`src/rtl/cell_ingress_pkg.sv`:
```
package cell_ingress_pkg;

  // Strobes passed from the control to the datapath each cycle
  typedef struct packed {
    logic wrStart;   // store byte at offset 0 of the current write slot
    logic wrNext;    // store byte at the running write offset
    logic wrCommit;  // final byte of the cell: move to the next write slot
    logic rdStep;    // move one byte forward inside the read slot
    logic rdCommit;  // last byte of the read slot consumed: move to next slot
  } ingressStrb_t;

endpackage

```
`src/rtl/cell_ingress_ctrl.sv`:
```
module cell_ingress_ctrl
  import cell_ingress_pkg::*;
#(
  parameter int unsigned CELL_BYTES  = 53,
  parameter int unsigned DEPTH_CELLS = 4
) (
  input  logic         clk,
  input  logic         rstN,
  input  logic         txEnbN,
  input  logic         txSoc,
  input  logic         rdTake,
  output ingressStrb_t strb,
  output logic         cellAvail,
  output logic         rdValid,
  output logic         rdFirst,
  output logic         errSticky
);

  localparam int unsigned POS_W   = $clog2(CELL_BYTES);
  localparam int unsigned STORE_W = $clog2(DEPTH_CELLS + 1);
  localparam logic [POS_W-1:0]   LAST_POS  = POS_W'(CELL_BYTES - 1);
  localparam logic [STORE_W-1:0] FULL_CNT  = STORE_W'(DEPTH_CELLS);

  logic               inCell;
  logic [POS_W-1:0]   wrPos;
  logic [POS_W-1:0]   rdPos;
  logic [STORE_W-1:0] heldCells;

  logic byteAccepted;
  logic startCell;
  logic contCell;
  logic lastByte;
  logic dropPartial;
  logic takeOk;
  logic takeLast;

  always_comb begin
    cellAvail    = heldCells < FULL_CNT;
    rdValid      = heldCells != '0;
    rdFirst      = rdValid && (rdPos == '0);
    byteAccepted = !txEnbN;
    startCell    = byteAccepted && txSoc && cellAvail;
    contCell     = byteAccepted && !txSoc && inCell;
    lastByte     = contCell && (wrPos == LAST_POS);
    dropPartial  = startCell && inCell;
    takeOk       = rdTake && rdValid;
    takeLast     = takeOk && (rdPos == LAST_POS);

    strb          = '0;
    strb.wrStart  = startCell;
    strb.wrNext   = contCell;
    strb.wrCommit = lastByte;
    strb.rdStep   = takeOk && !takeLast;
    strb.rdCommit = takeLast;
  end

  // Write-side state: open cell and byte position
  always_ff @(posedge clk) begin
    if (!rstN) begin
      inCell <= 1'b0;
      wrPos  <= '0;
    end else if (startCell) begin
      inCell <= 1'b1;
      wrPos  <= POS_W'(1);
    end else if (lastByte) begin
      inCell <= 1'b0;
      wrPos  <= '0;
    end else if (contCell) begin
      wrPos  <= wrPos + POS_W'(1);
    end
  end

  // Read-side position inside the oldest cell
  always_ff @(posedge clk) begin
    if (!rstN) begin
      rdPos <= '0;
    end else if (takeLast) begin
      rdPos <= '0;
    end else if (takeOk) begin
      rdPos <= rdPos + POS_W'(1);
    end
  end

  // Occupied slot count: completed cells not yet fully read
  always_ff @(posedge clk) begin
    if (!rstN) begin
      heldCells <= '0;
    end else begin
      case ({lastByte, takeLast})
        2'b10:   heldCells <= heldCells + STORE_W'(1);
        2'b01:   heldCells <= heldCells - STORE_W'(1);
        default: heldCells <= heldCells;
      endcase
    end
  end

  always_ff @(posedge clk) begin
    if (!rstN) begin
      errSticky <= 1'b0;
    end else if (dropPartial) begin
      errSticky <= 1'b1;
    end
  end

endmodule

```
`src/rtl/cell_ingress_dp.sv`:
```
module cell_ingress_dp
  import cell_ingress_pkg::*;
#(
  parameter int unsigned CELL_BYTES  = 53,
  parameter int unsigned DEPTH_CELLS = 4,
  parameter int unsigned DATA_W      = 8
) (
  input  logic              clk,
  input  logic              rstN,
  input  ingressStrb_t      strb,
  input  logic [DATA_W-1:0] txData,
  output logic [DATA_W-1:0] rdData
);

  localparam int unsigned BUF_BYTES = CELL_BYTES * DEPTH_CELLS;
  localparam int unsigned ADDR_W    = $clog2(BUF_BYTES);
  localparam logic [ADDR_W-1:0] STRIDE    = ADDR_W'(CELL_BYTES);
  localparam logic [ADDR_W-1:0] LAST_BASE = ADDR_W'(BUF_BYTES - CELL_BYTES);

  logic [DATA_W-1:0] cellMem [BUF_BYTES];

  logic [ADDR_W-1:0] wrBase;
  logic [ADDR_W-1:0] wrOff;
  logic [ADDR_W-1:0] rdBase;
  logic [ADDR_W-1:0] rdOff;
  logic [ADDR_W-1:0] wrAddr;
  logic [ADDR_W-1:0] rdAddr;

  function automatic logic [ADDR_W-1:0] nextBase(input logic [ADDR_W-1:0] base);
    return (base == LAST_BASE) ? '0 : base + STRIDE;
  endfunction

  always_comb begin
    wrAddr = strb.wrStart ? wrBase : wrBase + wrOff;
    rdAddr = rdBase + rdOff;
    rdData = cellMem[rdAddr];
  end

  always_ff @(posedge clk) begin
    if (strb.wrStart || strb.wrNext) begin
      cellMem[wrAddr] <= txData;
    end
  end

  always_ff @(posedge clk) begin
    if (!rstN) begin
      wrBase <= '0;
      wrOff  <= '0;
    end else if (strb.wrStart) begin
      wrOff  <= ADDR_W'(1);
    end else if (strb.wrCommit) begin
      wrBase <= nextBase(wrBase);
      wrOff  <= '0;
    end else if (strb.wrNext) begin
      wrOff  <= wrOff + ADDR_W'(1);
    end
  end

  always_ff @(posedge clk) begin
    if (!rstN) begin
      rdBase <= '0;
      rdOff  <= '0;
    end else if (strb.rdCommit) begin
      rdBase <= nextBase(rdBase);
      rdOff  <= '0;
    end else if (strb.rdStep) begin
      rdOff  <= rdOff + ADDR_W'(1);
    end
  end

endmodule

```
`src/rtl/cell_tx_ingress.sv`:
```
module cell_tx_ingress
  import cell_ingress_pkg::*;
#(
  parameter int unsigned CELL_BYTES  = 53,
  parameter int unsigned DEPTH_CELLS = 4,
  parameter int unsigned DATA_W      = 8
) (
  input  logic              clk,
  input  logic              rstN,
  input  logic              txEnbN,
  input  logic              txSoc,
  input  logic [DATA_W-1:0] txData,
  output logic              cellAvail,
  output logic              rdValid,
  output logic              rdFirst,
  output logic [DATA_W-1:0] rdData,
  input  logic              rdTake,
  output logic              errSticky
);

  ingressStrb_t strb;

  cell_ingress_ctrl #(
    .CELL_BYTES (CELL_BYTES),
    .DEPTH_CELLS(DEPTH_CELLS)
  ) i_ctrl (
    .clk      (clk),
    .rstN     (rstN),
    .txEnbN   (txEnbN),
    .txSoc    (txSoc),
    .rdTake   (rdTake),
    .strb     (strb),
    .cellAvail(cellAvail),
    .rdValid  (rdValid),
    .rdFirst  (rdFirst),
    .errSticky(errSticky)
  );

  cell_ingress_dp #(
    .CELL_BYTES (CELL_BYTES),
    .DEPTH_CELLS(DEPTH_CELLS),
    .DATA_W     (DATA_W)
  ) i_dp (
    .clk   (clk),
    .rstN  (rstN),
    .strb  (strb),
    .txData(txData),
    .rdData(rdData)
  );

endmodule

```
`config.mk`:
```
export PLATFORM = sky130hd
export DESIGN_NAME = cell_tx_ingress
export DESIGN_NICKNAME = d
export VERILOG_FILES = /design/src/rtl/cell_ingress_pkg.sv /design/src/rtl/cell_ingress_ctrl.sv /design/src/rtl/cell_ingress_dp.sv /design/src/rtl/cell_tx_ingress.sv
export SDC_FILE = /design/constraint.sdc
export NUM_CORES = 2
export LEC_CHECK = 0
export BUFFER_PORTS_ARGS = -buffer_cell sky130_fd_sc_hd__clkbuf_2
export CAP_MARGIN = 40
export CORE_UTILIZATION = 50
export CTS_CLUSTER_DIAMETER = 30
export CTS_CLUSTER_SIZE = 16
export DETAILED_ROUTE_END_ITERATION = 7
export GPL_TIMING_DRIVEN = 0
export HOLD_SLACK_MARGIN = 0.02
export PLACE_DENSITY = 0.65
export SYNTH_ARGS = -nofsm -noshare
export SYNTH_HDL_FRONTEND = slang
export SYNTH_SLANG_ARGS = --single-unit
```
`constraint.sdc`:
```
create_clock -name clk -period 4.1 [get_ports clk]
set_input_delay 0.205 -clock clk [delete_from_list [all_inputs] [get_ports clk]]
set_output_delay 0.205 -clock clk [all_outputs]
set_load 0.02 [all_outputs]
```
# After elaboration in Yosys (flattened, before gate mapping)
# Memories as Yosys holds them, arrays and structs flattened.
# Index checks and enable logic that the tools add are counted.
[op_classes]
n_lt_le_gt_ge = 1
mux = 14
n_addsub = 10
eq_ne = 6
n_shift = 0
div_mod_pow = 0
n_reduce_logical = 22
multipliers = 0
n_bitwise = 2
[op_table]
columns = ["cell", "count"]
rows = [
  ["8-bit 2-to-1 mux", 3],
  ["8-bit by 1-bit adder with 8-bit output (second input constant)", 2],
  ["8-bit by 6-bit adder with 8-bit output (second input constant)", 2],
  ["8-bit adder", 2],
  ["8-bit == test (second input constant)", 2],
  ["6-bit by 1-bit adder with 6-bit output (second input constant)", 2],
  ["6-bit == test (second input constant)", 2],
  ["1-bit logical AND", 10],
  ["1-bit 2-to-1 mux", 10],
  ["6-bit logical NOT", 1],
  ["3-bit case mux with 2 select lines", 1],
  ["3-bit nonzero test", 2],
  ["2-bit nonzero test", 2],
  ["3-bit by 1-bit adder with 3-bit output (second input constant)", 1],
  ["1-bit logical NOT", 3],
  ["3-bit < comparator (second input constant)", 1],
  ["3-bit OR reduction", 1],
  ["3-bit by 1-bit subtractor with 3-bit output (second input constant)", 1],
  ["2-bit by 1-bit == test with 1-bit output (second input constant)", 1],
  ["2-bit == test (second input constant)", 1],
  ["1-bit inverter", 2],
  ["2-bit AND reduction", 1],
  ["2-bit OR reduction", 1],
  ["1-bit logical OR", 1],
]
[word_totals]
out_inout_bits = 12
word_cells = 67
n_memories = 1
ram_bits = 1696
ff_bits = 49
latchBits = 0
rom_bits = 0
[mem_list]
columns = ["name", "depth", "word_bits", "rd", "rd_ports_with_merged_regs", "write_ports", "line", "source"]
rows = [
  ["i_dp.cellMem", 212, 8, 1, 0, 1, "cell_ingress_dp.sv:20", "logic [DATA_W-1:0] cellMem [BUF_BYTES];"],
]

# Logic depth before layout (Yosys ltp)
[depth]
depth_word = 6
depth_mapped = 14
mapped_depth_nobuf = 12

# Hierarchy
# Synthesis repeated with hierarchy kept, for this count alone.
[hier_totals]
hier_cells = 3324
area_unflattened_um2 = 69037.5
[modules_own_cells]
columns = ["module", "instances", "area_per_inst_um2", "cells_per_inst"]
rows = [
  ["cell_ingress_dp", 1, 68074.0, 3207],
  ["cell_ingress_ctrl", 1, 963.4, 117],
]

# Worst setup path before layout
# Ideal clock, no wire load.
[synth_path]
kind = "register -> register"
startpoint = "reg i_dp.wrBase[1]"
endpoint = "mem i_dp.cellMem[144][0] (enable)"
setup_ns = 0.383
t_arrival_ns = 3.108
n_path_buf = 2
stages_incl_launch_ff = 12
slack_ns = 0.609
required_ns = 3.717
synth_period_minus_slack_ns = 3.491
path_cell_list = "dfxtp_1 ha_1 a21o_1 a21oi_2 o21bai_1 a2111oi_2 nor3_1 or2_1 o31a_1 buf_4 buf_6 nor3_1"
[synth_via]
elab_chain_cells = 2
[synth_lines]
columns = ["item", "line", "source"]
rows = [
  ["start: declaration", "cell_ingress_dp.sv:22", "logic [ADDR_W-1:0] wrBase;"],
  ["start signal: assignment", "cell_ingress_dp.sv:52", "wrBase <= nextBase(wrBase);"],
  ["8-bit adder", "cell_ingress_dp.sv:34", "wrAddr = strb.wrStart ? wrBase : wrBase + wrOff;"],
  ["8-bit 2-to-1 mux *", "cell_ingress_dp.sv:34", ""],
  ["end: declaration", "cell_ingress_dp.sv:20", ""],
]
# Every way passes the cells marked *; elsewhere a longest branch is shown, timed or not.

# Final worst setup path
[layout_path]
startpoint = "reg i_dp.rdBase[0]"
endpoint = "out rdData[1]"
[layout_via]
elab_chain_cells = 2
[layout_lines]
columns = ["item", "line", "source"]
rows = [
  ["start: declaration", "cell_ingress_dp.sv:24", "logic [ADDR_W-1:0] rdBase;"],
  ["start signal: assignment", "cell_ingress_dp.sv:64", "rdBase <= nextBase(rdBase);"],
  ["8-bit adder", "cell_ingress_dp.sv:35", "rdAddr = rdBase + rdOff;"],
  ["memory 212 x 8 bit", "n/a", ""],
  ["end: declaration", "cell_tx_ingress.sv:16", "output logic [DATA_W-1:0] rdData,"],
]
# Every way passes these cells.

==> summary.txt <==
Run status
  • Status: finished, violations left
  • Failing checks: setup timing

Critical path
  • CP arrival: 4.41 ns
  • Critical path launch point type: register
  • Worst reg2reg path depth: 8
  • Endpoint class of the critical path: output pin
  • CP startpoint: i_dp.rdBase[0]$_SDFFE_PN0P_
  • Critical Path RT: 3.89 ns
  • Crit path kind: reg2out
  • RR Startpoint: i_dp.wrBase[0]$_SDFFE_PN0P_
  • Crit path max fanout: 10

Drt
  • Drt via density: 6.396
  • DRT Pass-1 Iters: 5
  • Post-DR wirelength/cell: 33.11 µm
  • Routed WL: 200100 µm
  • Drt first-iter violations: 5487
  • DRC viols: 0
  • Via Count: 38660
  • Detail Route Antenna Nets: 0

Min path
  • WHS Path Cells: 1
  • Hold Crit Start: txData[1]
  • Min-Delay Path Class: in2reg

Global route
  • First-pass GRT wire length: 281200 µm
  • Met2 Use GR: 0.4437
  • Gr busiest metal: met2
  • Total Routing Usage GR: 0.2870
  • Initial antenna violation count: 2
  • Grt total ovfl: 0
  • Largest net degree at the start of global routing: 145
  • Met1 GRT Util: 0.3801
  • Grt met3 use: 0.07710
  • Vias in the first global route: 38520

Clock tree
  • Reg clk slew, reported paths: 0.05 ns
  • Clk Latency, worst-skew pair: 0.95 ns
  • CTS HTree Levels: 5
  • CTS Buf Count: 343
  • Root Buffer: clkbuf_16
  • Number of clock sinks: 1745
  • CTS tree: done
  • Maximum clock insertion buffer count: 4

Cells and area
  • Layout Nets: 4023
  • Fill cell count: 8623
  • Layout area overhead: 29.49%
  • Commonest cells after routing, fill and taps aside: 1696 x edfxtp_1, 480 x mux4_2, 363 x clkbuf_16
  • Cell area after layout: 89440 µm²
  • Share of post-route cells with drive strength above 1: 0.4486
  • Finished Layout Cells: 6045
  • Diodes inserted: 0
  • Most common cell after layout, fill and taps aside: edfxtp_1
  • Final Util: 0.6514

Place
  • Placed inst area: 73720 µm²
  • Port Buffers: 24
  • RD Place Congestion: 0.9691
  • HPWL after DPL: 126700 µm
  • Post-Place Cells: 5372

Synth
  • Post-Syn Area: 69070 µm²
  • #FFs+latches synth: 1745
  • Yosys Warn Count: 0
  • Mapped Nets: 3361
  • Synth Flop Type: edfxtp_1
  • Leading area contributor after synthesis: edfxtp_1
  • Sequential area share after synthesis: 0.7515
  • Number of flops mapped to enable cells by yosys: 1696
  • Synthesized area per cell: 20.79 µm²
  • Post-synth ARST share: 0
  • Area contributors post-synth: edfxtp_1 74%, mux4_2 16%, nor3_1 1.6%, dfxtp_1 1.4%, nand2_1 0.80%
  • Cells after Synth: 3322
  • Top cell type's share of synthesized area: 0.7373
  • Distinct cells, synth: 65

Timing
  • Max Clock Freq: 0.2165 GHz
  • Final setup fails: 9
  • Max-slew violation count: 0
  • TNS Setup: -3.693 ns
  • Relative slew margins: 0.3199
  • Crit path setup slack, layout: -0.5187 ns
  • RSZ-0062 raised after global routing: yes
  • Worst-margin pin slew: 1.018 ns
  • Fin crit period: 4.619 ns
  • Hold Fails Final Rpt: 0
  • Layout Skew: 0.08216 ns
  • Period utilization: 1.127

Floorplanning
  • Die X: 373.7 µm
  • Placeable Area: 137300 µm²
  • Rows: 136
  • Initial Util: 0.5030
  • Die area: 139600 µm²
  • # IOs: 25
  • Die Ht: 373.7 µm

Pwr
  • Register share of total power: 0.408
  • Comb power frac: 0.009
  • Clock power share: 0.583
  • Sw power: 9.611 mW
  • Power per cell area: 537.4 nW/µm²
  • Leakage power: 29.72 nW
  • Switching Fraction: 0.1999
  • Worst VDD drop: 411.9 µV
  • Int Pwr: 38.46 mW
  • Design Power: 48.07 mW

Flow run
  • Maxcap violations: 0
## synthesized netlist by cell type (14+ instances only)
cell type	instances
mux4_2	480
clkbuf_1	88
mux2i_1	36
mux2_2	34
edfxtp_1	1696
nand2_1	147
nand3_1	38
o22ai_1	18
buf_2	75
nand4_1	23
xnor2_1	22
inv_1	20
a21oi_1	50
nor2_1	82
a31oi_1	14
ha_1	23
nor3_1	226
dfxtp_1	49
o21ai_0	23
a2111oi_0	14
xor2_1	24
## path summary, 6_finish.rpt
path / endpoint / slack (ns)
setup reg to reg: i_dp.cellMem[184][3]$_DFFE_PP_ / -0.01
hold reg to reg: i_ctrl.errSticky$_SDFFE_PN0P_ / 0.47
setup / recovery: rdData[1] / -0.52
hold / removal: i_dp.cellMem[46][1]$_DFFE_PP_ / 0.04
## area by class of cell
cell class | instances | area [µm²] | share of cell area
Sequential cell | 1745 | 51920 | 0.5805
Multi-Input combinational cell | 1366 | 18720 | 0.2093
Clock buffer | 392 | 9041 | 0.1011
Timing Repair Buffer | 323 | 3052 | 0.03412
Clock inverter | 220 | 2577 | 0.02882
Tap cell | 1794 | 2245 | 0.02510
Buffer | 184 | 1813 | 0.02027
Inverter | 21 | 78.83 | 0.0008813
## logic make-up after synthesis
logic type	Yosys count	synth area share
compound gates	164	0.01578
buf+inv	211	0.01420
flops	1745	0.7515
mux	550	0.1673
xor+xnor	49	0.006702
simple gates	577	0.03952
fa+ha+maj	26	0.005036
## worst max-delay path, stage by stage (launching register included)
cell and delay [ns]:
dfxtp_4 0.35, ha_4 0.14, inv_2 0.03, fa_2 0.54, buf_12 0.19, buf_16 0.18, clkbuf_4 0.27, mux4_2 0.25
nand2_1 0.06, a21oi_1 0.15, nor2_1 0.15, a221oi_2 0.38, a31oi_2 0.19, nor3_4 0.30, clkbuf_8 0.21
## power groups by stage
stage	clock (mW)	combinational [mW]	sequential [mW]
3_5_place_dp	0	0.397	19.9
6_report	28.0	0.433	19.6
4_1_cts	28.2	0.423	19.6
3_3_place_gp	0	0.344	20.0
2_1_floorplan	0	0.0469	19.9
5_1_grt	29.0	0.454	19.6
## state kept, by name (all words and copies together) (netlist names)
name and cells:
i_ctrl.wrPos 6, i_ctrl.heldCells 3, i_dp.rdOff 8, i_dp.cellMem 1696, i_dp.wrBase 8, i_ctrl.rdPos 6, i_dp.wrOff 8, i_ctrl.errSticky 1
i_dp.rdBase 8, i_ctrl.inCell 1
## routing by layer
layer	vias up	share of wire
met5	-	0
met1	20080	0.36
met3	521	0.11
met2	2668	0.47
met4	0	0.050
li1	15390	-
## metrics by stage
stage | setup WS [ns] | hold WS, ns
after CTS | -0.5162 | 0.03754
after detailed placement | -1.560 | 0.4683
final | -0.5187 | 0.04438
after global routing | -0.5589 | 0.07146
after floorplan | 0.6085 | 0.3039
after global placement | -1.604 | 0.4655
## repair_timing
item,in CTS,in global routing
gates resized for setup,635,158
setup endpoints to repair,857,987
hold buffers,13,0
pin swaps,40,34
buffers inserted,21,12
endpoints found under the hold margin,526,0
gates cloned,7,4
(Power assumes the default switching activity.)
